$ cat config.mk
export PLATFORM = sky130hd
export DESIGN_NAME = trap_pwm_seq
export DESIGN_NICKNAME = d
export VERILOG_FILES = /design/src/rtl/trap_pwm_pkg.sv /design/src/rtl/tpw_timebase.sv /design/src/rtl/tpw_compare_out.sv /design/src/rtl/tpw_sequencer.sv /design/src/rtl/trap_pwm_seq.sv
export SDC_FILE = /design/constraint.sdc
export NUM_CORES = 1
export LEC_CHECK = 0
export CAP_MARGIN = 10
export CORE_AREA = 2 2 97 99
export DETAILED_ROUTE_END_ITERATION = 10
export DIE_AREA = 0 0 99 101
export PLACE_DENSITY = 0.57
export SYNTH_ARGS = -nofsm -noshare
export SYNTH_HDL_FRONTEND = slang
export SYNTH_HIERARCHICAL = 1
export SYNTH_SLANG_ARGS = --single-unit
$ cat constraint.sdc
create_clock -name clk_i -period 5.58 [get_ports clk_i]
set_input_delay 1.116 -clock clk_i [delete_from_list [all_inputs] [get_ports clk_i]]
set_output_delay 1.116 -clock clk_i [all_outputs]
set_load 0.01 [all_outputs]
$ cat src/rtl/trap_pwm_pkg.sv
package trap_pwm_pkg;

  typedef enum logic [2:0] {
    PH_IDLE = 3'd0,
    PH_RISE = 3'd1,
    PH_HOLD = 3'd2,
    PH_FALL = 3'd3,
    PH_DONE = 3'd4
  } phase_e;

endpackage

$ cat src/rtl/tpw_timebase.sv
module tpw_timebase #(
  parameter int CNT_W = 16
) (
  input  logic             clk_i,
  input  logic             rst_i,
  output logic [CNT_W-1:0] cnt_o,
  output logic             wrap_o
);

  logic [CNT_W-1:0] cnt_q;

  always_ff @(posedge clk_i) begin
    if (rst_i) cnt_q <= '0;
    else       cnt_q <= cnt_q + 1'b1;
  end

  // last count of the period: the next edge starts a new one
  assign wrap_o = &cnt_q;
  assign cnt_o  = cnt_q;

endmodule

$ cat src/rtl/tpw_compare_out.sv
module tpw_compare_out #(
  parameter int CNT_W = 16
) (
  input  logic             clk_i,
  input  logic             rst_i,
  input  logic [CNT_W-1:0] cnt_i,
  input  logic             wrap_i,
  input  logic [CNT_W-1:0] cmp_next_i,
  output logic [CNT_W-1:0] cmp_act_o,
  output logic             pwm_o
);

  logic [CNT_W-1:0] cmp_act_q;
  logic             pwm_q;

  always_ff @(posedge clk_i) begin
    if (rst_i) begin
      cmp_act_q <= '0;
      pwm_q     <= 1'b0;
    end else begin
      // shadow load only on the period boundary
      if (wrap_i) cmp_act_q <= cmp_next_i;
      // match wins over period start: zero duty gives no spike
      if (cnt_i == cmp_act_q)  pwm_q <= 1'b0;
      else if (cnt_i == '0)    pwm_q <= 1'b1;
    end
  end

  assign cmp_act_o = cmp_act_q;
  assign pwm_o     = pwm_q;

endmodule

$ cat src/rtl/tpw_sequencer.sv
module tpw_sequencer
  import trap_pwm_pkg::*;
#(
  parameter int CNT_W  = 16,
  parameter int STEP   = 216,
  parameter int RAMP_N = 152,
  parameter int HOLD_N = 152
) (
  input  logic             clk_i,
  input  logic             rst_i,
  input  logic             start_i,
  input  logic             pwm_i,
  output logic [CNT_W-1:0] cmp_next_o,
  output logic             done_o
);

  localparam int               MAX_N   = (RAMP_N > HOLD_N) ? RAMP_N : HOLD_N;
  localparam int               PC_W    = $clog2(MAX_N + 1);
  localparam logic [CNT_W:0]   STEP_X  = (CNT_W + 1)'(STEP);
  localparam logic [CNT_W-1:0] HALF_V  = CNT_W'(1) << (CNT_W - 1);
  localparam logic [CNT_W-1:0] FIRST_V = (STEP_X >= {1'b0, HALF_V}) ? HALF_V : STEP_X[CNT_W-1:0];
  localparam logic [PC_W-1:0]  RAMP_L  = PC_W'(RAMP_N - 1);
  localparam logic [PC_W-1:0]  HOLD_L  = PC_W'(HOLD_N - 1);

  phase_e           ph_q;
  logic [PC_W-1:0]  pc_q;
  logic [CNT_W-1:0] work_q;
  logic             pwm_d;
  logic             rise;
  logic             can_start;
  logic [CNT_W:0]   up_sum;
  logic [CNT_W-1:0] up_val;
  logic [CNT_W-1:0] dn_val;

  // pulses are counted from the block's own output edges
  assign rise      = pwm_i & ~pwm_d;
  assign can_start = start_i & ((ph_q == PH_IDLE) | (ph_q == PH_DONE));

  always_comb begin
    up_sum = {1'b0, work_q} + STEP_X;
    up_val = (up_sum >= {1'b0, HALF_V}) ? HALF_V : up_sum[CNT_W-1:0];
    dn_val = ({1'b0, work_q} > STEP_X) ? (work_q - STEP_X[CNT_W-1:0]) : '0;
  end

  always_ff @(posedge clk_i) begin
    if (rst_i) begin
      ph_q   <= PH_IDLE;
      pc_q   <= '0;
      work_q <= '0;
      pwm_d  <= 1'b0;
    end else begin
      pwm_d <= pwm_i;
      if (can_start) begin
        ph_q   <= PH_RISE;
        pc_q   <= '0;
        work_q <= FIRST_V;
      end else if (rise) begin
        case (ph_q)
          PH_RISE: begin
            if (pc_q == RAMP_L) begin
              ph_q   <= PH_HOLD;
              pc_q   <= '0;
              work_q <= HALF_V;
            end else begin
              pc_q   <= pc_q + 1'b1;
              work_q <= up_val;
            end
          end
          PH_HOLD: begin
            if (pc_q == HOLD_L) begin
              ph_q   <= (dn_val == '0) ? PH_DONE : PH_FALL;
              pc_q   <= '0;
              work_q <= dn_val;
            end else begin
              pc_q <= pc_q + 1'b1;
            end
          end
          PH_FALL: begin
            work_q <= dn_val;
            if (dn_val == '0) ph_q <= PH_DONE;
          end
          default: ;
        endcase
      end
    end
  end

  assign cmp_next_o = work_q;
  assign done_o     = (ph_q == PH_DONE);

endmodule

$ cat src/rtl/trap_pwm_seq.sv
module trap_pwm_seq #(
  parameter int CNT_W  = 16,
  parameter int STEP   = 216,
  parameter int RAMP_N = 152,
  parameter int HOLD_N = 152
) (
  input  logic             clk_i,
  input  logic             rst_i,
  input  logic             start_i,
  output logic             pwm_o,
  output logic             done_o,
  output logic [CNT_W-1:0] cmp_o
);

  logic [CNT_W-1:0] tick_cnt;
  logic             tick_wrap;
  logic [CNT_W-1:0] cmp_next;
  logic             pwm_w;

  tpw_timebase #(.CNT_W(CNT_W)) tb_u (
    .clk_i  (clk_i),
    .rst_i  (rst_i),
    .cnt_o  (tick_cnt),
    .wrap_o (tick_wrap)
  );

  tpw_compare_out #(.CNT_W(CNT_W)) out_u (
    .clk_i      (clk_i),
    .rst_i      (rst_i),
    .cnt_i      (tick_cnt),
    .wrap_i     (tick_wrap),
    .cmp_next_i (cmp_next),
    .cmp_act_o  (cmp_o),
    .pwm_o      (pwm_w)
  );

  tpw_sequencer #(
    .CNT_W  (CNT_W),
    .STEP   (STEP),
    .RAMP_N (RAMP_N),
    .HOLD_N (HOLD_N)
  ) seq_u (
    .clk_i      (clk_i),
    .rst_i      (rst_i),
    .start_i    (start_i),
    .pwm_i      (pwm_w),
    .cmp_next_o (cmp_next),
    .done_o     (done_o)
  );

  assign pwm_o = pwm_w;

endmodule

* Yosys cells after proc, flatten, opt, wreduce, memory -nomap -nowiden
Index checks and enable logic that the tools add are counted.
** Storage, ports and cells
- Output and inout bits :: 18
- Bits in latches :: 0
- Bits in read-only memories :: 0
- Bits in registers :: 61
- Input port bits :: 3
- Logic and storage cells :: 61
- Memories :: 0
- Memory bits (writable) :: 0
** Cells by class
- Reduce and logical (&&, ||, !) cells :: 15
- $lt $le $gt $ge :: 2
- Bitwise gates (word level) :: 4
- Add/sub/neg operators :: 4
- Mux-type cells :: 15
- Shift operators :: 0
- Multiply operators :: 0
- Equality and inequality tests :: 12
- Div/mod/pow operators :: 0
** Operators by type and width (number)
- 2-to-1 mux 16 bit :: 4
- case mux 16 bit (3 select lines) :: 1
- logical NOT 16 bit :: 2
- 2-to-1 mux 8 bit :: 3
- adder 16 x 8 -> 17 bit, second input constant :: 1
- >= comparator 17 x 16 -> 1 bit, second input constant :: 1
- adder 16 x 1 -> 16 bit, second input constant :: 1
- equality test 16 bit :: 1
- > comparator 16 x 8 -> 1 bit, second input constant :: 1
- AND reduction 16 bit :: 1
- subtractor 16 x 8 -> 16 bit, second input constant :: 1
- 2-to-1 mux 3 bit :: 4
- AND reduction 5 bit :: 2
- inequality test 3 x 1 -> 1 bit, second input constant :: 3
- case mux 3 bit (3 select lines) :: 1
- adder 8 x 1 -> 8 bit, second input constant :: 1
- equality test 8 bit, second input constant :: 1
- equality test 3 x 2 -> 1 bit, second input constant :: 2
- inequality test 2 x 1 -> 1 bit, second input constant :: 3
- AND reduction 3 bit :: 2
- OR reduction 2 bit :: 3
- nonzero test 4 bit :: 1
- equality test 3 x 1 -> 1 bit, second input constant :: 1
- equality test 3 bit, second input constant :: 1
- other kinds (8) :: 10

* Longest topological paths before layout
Gate-level depths: netlist of run 1.
- Depth after elaboration :: 8
- Depth in mapped cells :: 9
- Mapped depth without buffers :: 8

* Modules after synthesis
The synthesis of run 1 kept the hierarchy.
** Modules (own cells, without submodules)
- tpw_sequencer :: times used 1, cells an instance 248, area an instance 1950.6 um^2, seq. area each 560.5 um^2
- tpw_compare_out :: times used 1, cells an instance 80, area an instance 798.3 um^2, seq. area each 340.3 um^2
- tpw_timebase :: times used 1, cells an instance 80, area an instance 726.9 um^2, seq. area each 320.3 um^2

* Worst setup path after synthesis of run 1
OpenSTA, ideal clock, no wires.
- Kind :: input to register
- Start point :: input start_i
- End point :: register seq_u.work_q[14] (netlist: seq_u/cmp_next_o[14])
- Data arrival time :: 2044 ps
- Library setup time :: 87 ps
- Stages :: 5
- Path buffers :: 2
- Required time :: 5493 ps
- Slack :: 3449 ps
- Cells stage by stage :: and2_1 clkbuf_1 or2_2 clkbuf_8 o31ai_1
** On the way
- Longest elaborated chain between the ends :: 2
** RTL lines
- start: declaration :: RTL line trap_pwm_seq.sv:9 : input logic start_i,
- bitwise AND 1 bit :: RTL line tpw_sequencer.sv:37 : assign can_start = start_i & ((ph_q == PH_IDLE) | (ph_q == PH_DONE));
- OR reduction 2 bit (no line)
- end signal: assignment :: RTL line tpw_sequencer.sv:66 : work_q <= up_val;
- end signal: assignment :: RTL line tpw_sequencer.sv:73 : work_q <= dn_val;
- end signal: assignment :: RTL line tpw_sequencer.sv:79 : work_q <= dn_val;
- end: declaration :: RTL line tpw_sequencer.sv:27 : logic [CNT_W-1:0] work_q;
No other way between the ends.
A chain may end at the register's enable or synchronous reset.

* Worst setup path in the final report of run 1
- Start point :: register seq_u.ph_q[0]
- End point :: output done_o
** On the way
- Longest elaborated chain between the ends :: 1
** RTL lines
- start: declaration :: RTL line tpw_sequencer.sv:25 : phase_e ph_q;
- start signal: assignment :: RTL line tpw_sequencer.sv:71 : ph_q <= (dn_val == '0) ? PH_DONE : PH_FALL;
- equality test 3 bit :: RTL line tpw_sequencer.sv:89 : assign done_o = (ph_q == PH_DONE);
- end: declaration :: RTL line trap_pwm_seq.sv:11 : output logic done_o,
No other way between the ends.

==> out/summary.txt, run 1 <==
status - completed
Worst Path Arrival - 1.49 ns
crit path max fanout - 6
n_diodes - 0
synthesis warning total - 6
synthesized area - 3480 µm²
Final WS setup - 2.98 ns
Initial DRC Count - 300
critical setup path kind - flop to primary output
critical path's slowest cell - clkdlybuf4s50_1
final net count - 428
CTS Sinks - 61
share of layout cells above drive strength 1 - 0.0988
GRT overflow - 0
post-synthesis net count - 415
worst-margin pin slew - 0.943 ns
Multi-input gate area - 2090 µm²
final period utilization - 0.466
worst path cell trace - nor2_1 > and2_1 > clkdlybuf4s50_1
TritonRoute pass-1 iters - 5
crit path launch - seq_u/ph_q[0]$_SDFFE_PP0P_
capture point of the critical path - done_o
full die area - 10000 µm²
vias per cell - 5.77
cts bufs inserted - 9
Worst Setup End Kind - primary output
P_leak - 1.28 nW
vias - 3093
total power - 866 µW
CTS H-Tree Depth - 3
Post-synth EDFFs - 0
global-route wire length before repair - 14400 µm
Async S/R FF share, synth - 0
# DRC - 0
Root Driver - clkbuf_8
R2R Setup Slk - 3.07 ns
Hold Violations, Final - 0
Setup Fix Bufs, Post-CTS - 0
post-route cell area - 3870 µm²
clock slew at reported path FFs - 0.07 ns
placed cell areas - 3700 µm²
sequential-to-total area share from yosys stat - 0.351
post-layout util - 0.431
row count - 35
P per Cell Area - 224 nW/µm²
maximum VDD drop - 0.0939 mV
area delta synth->final - 11.2%
Final GP Congestion - 0.854
Post-Route WL - 8700 µm
die height - 101 µm
vias in the first global route - 2810
hold_buf cts - 0
Fillers - 892
Die Span X - 99 µm
min Tclk post-route - 2.60 ns
Synth Register Bits - 61
ANT nets after route - 0
Cells after Synth - 408
DP HPWL - 6130 µm
pin count of the biggest net entering global routing - 44
Worst Hold Class - flop to flop
Max Clk Rate - 384 MHz
syn_area_per_cell - 8.52 µm²
Setup WS pre-CTS - 2.81 ns
IO Port Bufs - 20
initial antenna violation count - 0
Routed WL per cell - 16.2 µm
CTS tree - built
Final Max Slew Viols - 0
Worst-Skew Late Latency - 0.34 ns
Clock Path Buffers - 2
Final setup viols - 0
hold path startpoint - seq_u/pc_q[7]$_SDFFE_PP0P_
Core Area - 8980 µm²
Initial Util - 0.387
RSZ-0062 raised after global routing - no
# IOs - 21
crit-path max cell delay - 0.53 ns
end of the worst register-to-register path - seq_u/cmp_next_o[14]$_SDFFE_PP0P_
register area - 1220 µm²
most common cell after layout, fill and taps aside - dfxtp_1
commonest cells after routing, fill and taps aside - 61 x dfxtp_1, 55 x nor2_1, 28 x xnor2_1, 28 x nand2_1
Yosys cell types - 69
Top FF cell, synth - dfxtp_1
Final TNS setup - 0 ns
gr usage total - 0.181
post-cts resize count - 0
final clock skew - 0.0142 ns
Worst Setup Start Kind - flop
maxcap violations - 0
CP required - 4.46 ns
R2R depth - 8
R2R Path Start - seq_u/cmp_next_o[3]$_SDFFE_PP0P_
Slew HR - 0.371
==> report_power, final <==
part / total [mW] / leakage [nW] / switching (mW) / internal (mW)
sequential: 0.458 / 0.494 / 0.0154 / 0.442
clock: 0.341 / 0.0787 / 0.181 / 0.160
combinational: 0.0667 / 0.711 / 0.0405 / 0.0261
==> cells by family after synthesis <==
family	count (synthesis)	share of synthesized area
AO/OA/AOI/OAI	80	0.157
XOR/XNOR	37	0.0932
adder cells (fa/ha/maj)	4	0.0144
buffers and inverters	30	0.0479
flip-flops	61	0.351
multiplexers	18	0.0533
AND/OR/NAND/NOR	178	0.283
==> worst min-delay path by stage <==
| stage | end | slack, ns | cells past startpoint |
|---|---|---|---|
| 2_1_floorplan | seq_u/cmp_next_o[2]$_SDFFE_PP0P_ | 0.45 | 1 |
| 3_3_place_gp | seq_u/pc_q[7]$_SDFFE_PP0P_ | 0.46 | 2 |
| 3_5_place_dp | seq_u/pc_q[7]$_SDFFE_PP0P_ | 0.48 | 2 |
| 4_1_cts | seq_u/pc_q[7]$_SDFFE_PP0P_ | 0.49 | 2 |
| 5_1_grt | seq_u/cmp_next_o[0]$_SDFFE_PP0P_ | 0.51 | 1 |
| 6_report | seq_u/pc_q[7]$_SDFFE_PP0P_ | 0.49 | 2 |
==> Yosys cell counts (all sizes together), types with 2 or more instances <==
master  count  share of area
o31ai       5          0.011
clkbuf      8          0.012
a21oi      21          0.033
xnor2      28          0.071
nand2b      3         0.0054
nor2b       5         0.0090
a32oi       2         0.0050
o311ai      2         0.0050
nand3      13          0.019
mux2i      17          0.049
nand3b      2         0.0043
and4        2         0.0058
and3        5          0.011
o21a        4         0.0094
o21ai      19          0.030
ha          4          0.014
a31oi       7          0.013
inv        10          0.011
nand4b      2         0.0050
a41oi       4          0.010
nand4      15          0.033
or3         7          0.013
a211oi      5          0.012
xor2        9          0.023
nor4        8          0.021
dfxtp      61           0.35
nor2       57          0.064
buf        12          0.025
nor3       15          0.028
o211ai      2         0.0043
nand2      31          0.037
a221oi      2         0.0050
and2        7          0.013
==> per-layer routing <==
layer  vias up  part of all wire  global-route usage
li1       1497                 -                   -
met1      1471              0.48               0.252
met2       110              0.45               0.279
met3        15             0.057              0.0368
met4         0             0.012              0.0674
met5         -                 0                   0
==> registers in the layout, indices dropped and copies added, names as in the netlist <==
signal,count
out_u/cmp_act_o,16
tb_u/cnt_o,16
out_u/pwm_o,1
seq_u/pwm_d,1
seq_u/pc_q,8
seq_u/ph_q,3
seq_u/cmp_next_o,16
==> worst max-delay path: cells and delay by family (launching register included) <==
kind | cells | cell delay [ns]
and+or+nand+nor | 2 | 0.26
DFF | 1 | 0.36
buffers and inverters | 1 | 0.53
==> layout make-up <==
cell class | count | area share
inverters | 10 | 0.00971
clock inverters | 5 | 0.00971
multi-input cells | 317 | 0.540
well taps | 111 | 0.0359
flip-flops and latches | 61 | 0.316
repair buffers | 22 | 0.0557
clock buffers | 10 | 0.0330
==> through the flow <==
stage,hold WS [ns],cells
6_report,0.491,536
5_1_grt,0.514,536
4_1_cts,0.494,536
3_5_place_dp,0.481,521
3_3_place_gp,0.465,521
2_1_floorplan,0.453,408
No activity file was read; power rests on OpenSTA's default activity.
==> run 2: changes to the inputs <==
==> constraint.sdc (replaced) <==
create_clock -name clk_i -period 2.62 [get_ports clk_i]
set_input_delay 0.524 -clock clk_i [delete_from_list [all_inputs] [get_ports clk_i]]
set_output_delay 0.524 -clock clk_i [all_outputs]
set_load 0.01 [all_outputs]
==> run 2 against run 1 <==
Sequential share of layout area decreased by 0.82 points. Cell area increased by 2.7%. Critical path depth increased by 5. Worst setup slack got worse by 2.8 ns. Global-route usage increased by 0.67 points. Via count increased by 0.36%. Die area unchanged. Count of clock-buffer cells in the layout increased by 2. Wire length increased by 3.4%. Sequential cell count unchanged. Critical endpoint is now seq_u/cmp_next_o[14]$_SDFFE_PP0P_.
==> out/summary.txt, run 2 (synthesis results as in run 1) <==
status - completed
share of layout cells above drive strength 1 - 0.119
hold path startpoint - seq_u/pc_q[7]$_SDFFE_PP0P_
cts bufs inserted - 9
most common cell after layout, fill and taps aside - dfxtp_1
area delta synth->final - 14.2%
crit-path max cell delay - 0.51 ns
min Tclk post-route - 2.42 ns
die height - 101 µm
worst-margin pin slew - 0.504 ns
# IOs - 21
Setup Fix Bufs, Post-CTS - 0
Hold Violations, Final - 0
GRT overflow - 0
Slew HR - 0.662
critical setup path kind - flop to flop
RSZ-0062 raised after global routing - no
maxcap violations - 0
final clock skew - 0.0118 ns
Initial DRC Count - 234
hold_buf cts - 0
row count - 35
CTS tree - built
post-cts resize count - 0
P_leak - 1.35 nW
final net count - 438
commonest cells after routing, fill and taps aside - 61 x dfxtp_1, 55 x nor2_1, 28 x xnor2_1, 28 x nand2_1
Hold Crit Depth - 2
crit path launch - seq_u/cmp_next_o[3]$_SDFFE_PP0P_
maximum VDD drop - 0.214 mV
CTS Sinks - 61
end of the worst register-to-register path - seq_u/cmp_next_o[14]$_SDFFE_PP0P_
IO Port Bufs - 20
crit path max fanout - 15
P per Cell Area - 494 nW/µm²
DP HPWL - 6510 µm
full die area - 10000 µm²
Core Area - 8980 µm²
Worst Hold Class - flop to flop
TritonRoute pass-1 iters - 5
Final TNS setup - 0 ns
Worst-Skew Late Latency - 0.34 ns
WP buf/inv - 1
n_diodes - 0
gr usage total - 0.188
Final WS setup - 0.198 ns
Final GP Congestion - 0.921
CTS H-Tree Depth - 3
WHS Endpoint - seq_u/pc_q[7]$_SDFFE_PP0P_
Setup WS pre-CTS - 0.235 ns
Final setup viols - 0
final period utilization - 0.925
Routed WL per cell - 16.4 µm
Clock Path Buffers - 2
# DRC - 0
ANT nets after route - 0
R2R Setup Slk - 0.20 ns
CP top delay family - compound AO/OA/AOI/OAI gates
R2R Path Start - seq_u/cmp_next_o[3]$_SDFFE_PP0P_
CP required - 2.88 ns
Max Clk Rate - 413 MHz
Worst Setup End Kind - flop
initial antenna violation count - 0
Worst Setup Start Kind - flop
global-route wire length before repair - 14900 µm
clock slew at reported path FFs - 0.07 ns
Worst Path Arrival - 2.68 ns
vias in the first global route - 2936
R2R depth - 8
post-layout util - 0.442
Initial Util - 0.387
Die Span X - 99 µm
pin count of the biggest net entering global routing - 24
vias per cell - 5.67
vias - 3104
Final Max Slew Viols - 0
total power - 1.96 mW
Post-Route WL - 9000 µm
critical path's slowest cell - dfxtp_1
Root Driver - clkbuf_8
worst path cell trace - inv_1 > ha_1 > nand2b_1 > a21oi_1 > and4_4 > o21a_2 > a41oi_1 > o31ai_1
[run 2: cell count changes in the layout (fill, tap and decap cells not counted)]
cell	previous run	this run
buf_4	2	12
bufinv_16	0	1
clkbuf_1	1	2
clkbuf_8	9	10
clkinv_2	1	2
clkinv_4	1	0
clkinvlp_4	2	1
inv_6	1	0
[run 2: metrics by stage]
stage	cell area, µm²	hold WS (ns)	instances
2_1_floorplan	3480	0.453	408
3_3_place_gp	3780	0.477	531
3_5_place_dp	3780	0.479	531
4_1_cts	3970	0.494	547
5_1_grt	3970	0.519	547
6_report	3970	0.491	547
[run 2: where the power goes]
part / internal [mW] / total (mW) / switching, mW
registers: 0.943 / 0.974 / 0.0312
clock network: 0.463 / 0.831 / 0.369
logic: 0.0622 / 0.157 / 0.0945
[run 2: layout make-up]
type	count	area, µm²
inverter	10	37.5
timing repair buffer	32	290
sequential	61	1220
fill	886	5010
multi-input combinational	317	2090
clock inverter	4	47.5
tap	111	139
clock buffer	12	145
[run 2: worst max-delay path by stage]
stage	to	slack (ns)	cells past startpoint
after global routing	seq_u/cmp_next_o[14]$_SDFFE_PP0P_	0.03	8
after detailed placement	seq_u/cmp_next_o[14]$_SDFFE_PP0P_	0.23	8
after floorplan	seq_u/cmp_next_o[12]$_SDFFE_PP0P_	0.49	8
after CTS	seq_u/cmp_next_o[14]$_SDFFE_PP0P_	0.22	8
final	seq_u/cmp_next_o[14]$_SDFFE_PP0P_	0.20	8
after global placement	seq_u/cmp_next_o[14]$_SDFFE_PP0P_	0.29	8
[run 2: metal layers]
| metal | global-route usage | wire, µm | share of wire | vias to the layer above |
|---|---|---|---|---|
| met2 | 0.288 | 4000 | 0.45 | 108 |
| met4 | 0.0864 | 155 | 0.017 | 0 |
| li1 | - | - | - | 1518 |
| met5 | 0 | 0 | 0 | - |
| met1 | 0.256 | 4240 | 0.47 | 1465 |
| met3 | 0.0368 | 593 | 0.066 | 13 |
[run 2: worst min-delay path, cell delays in order, from the launching register on]
cell,delay (ns)
dfxtp_1,0.32
o21ai_0,0.07
a21oi_1,0.06
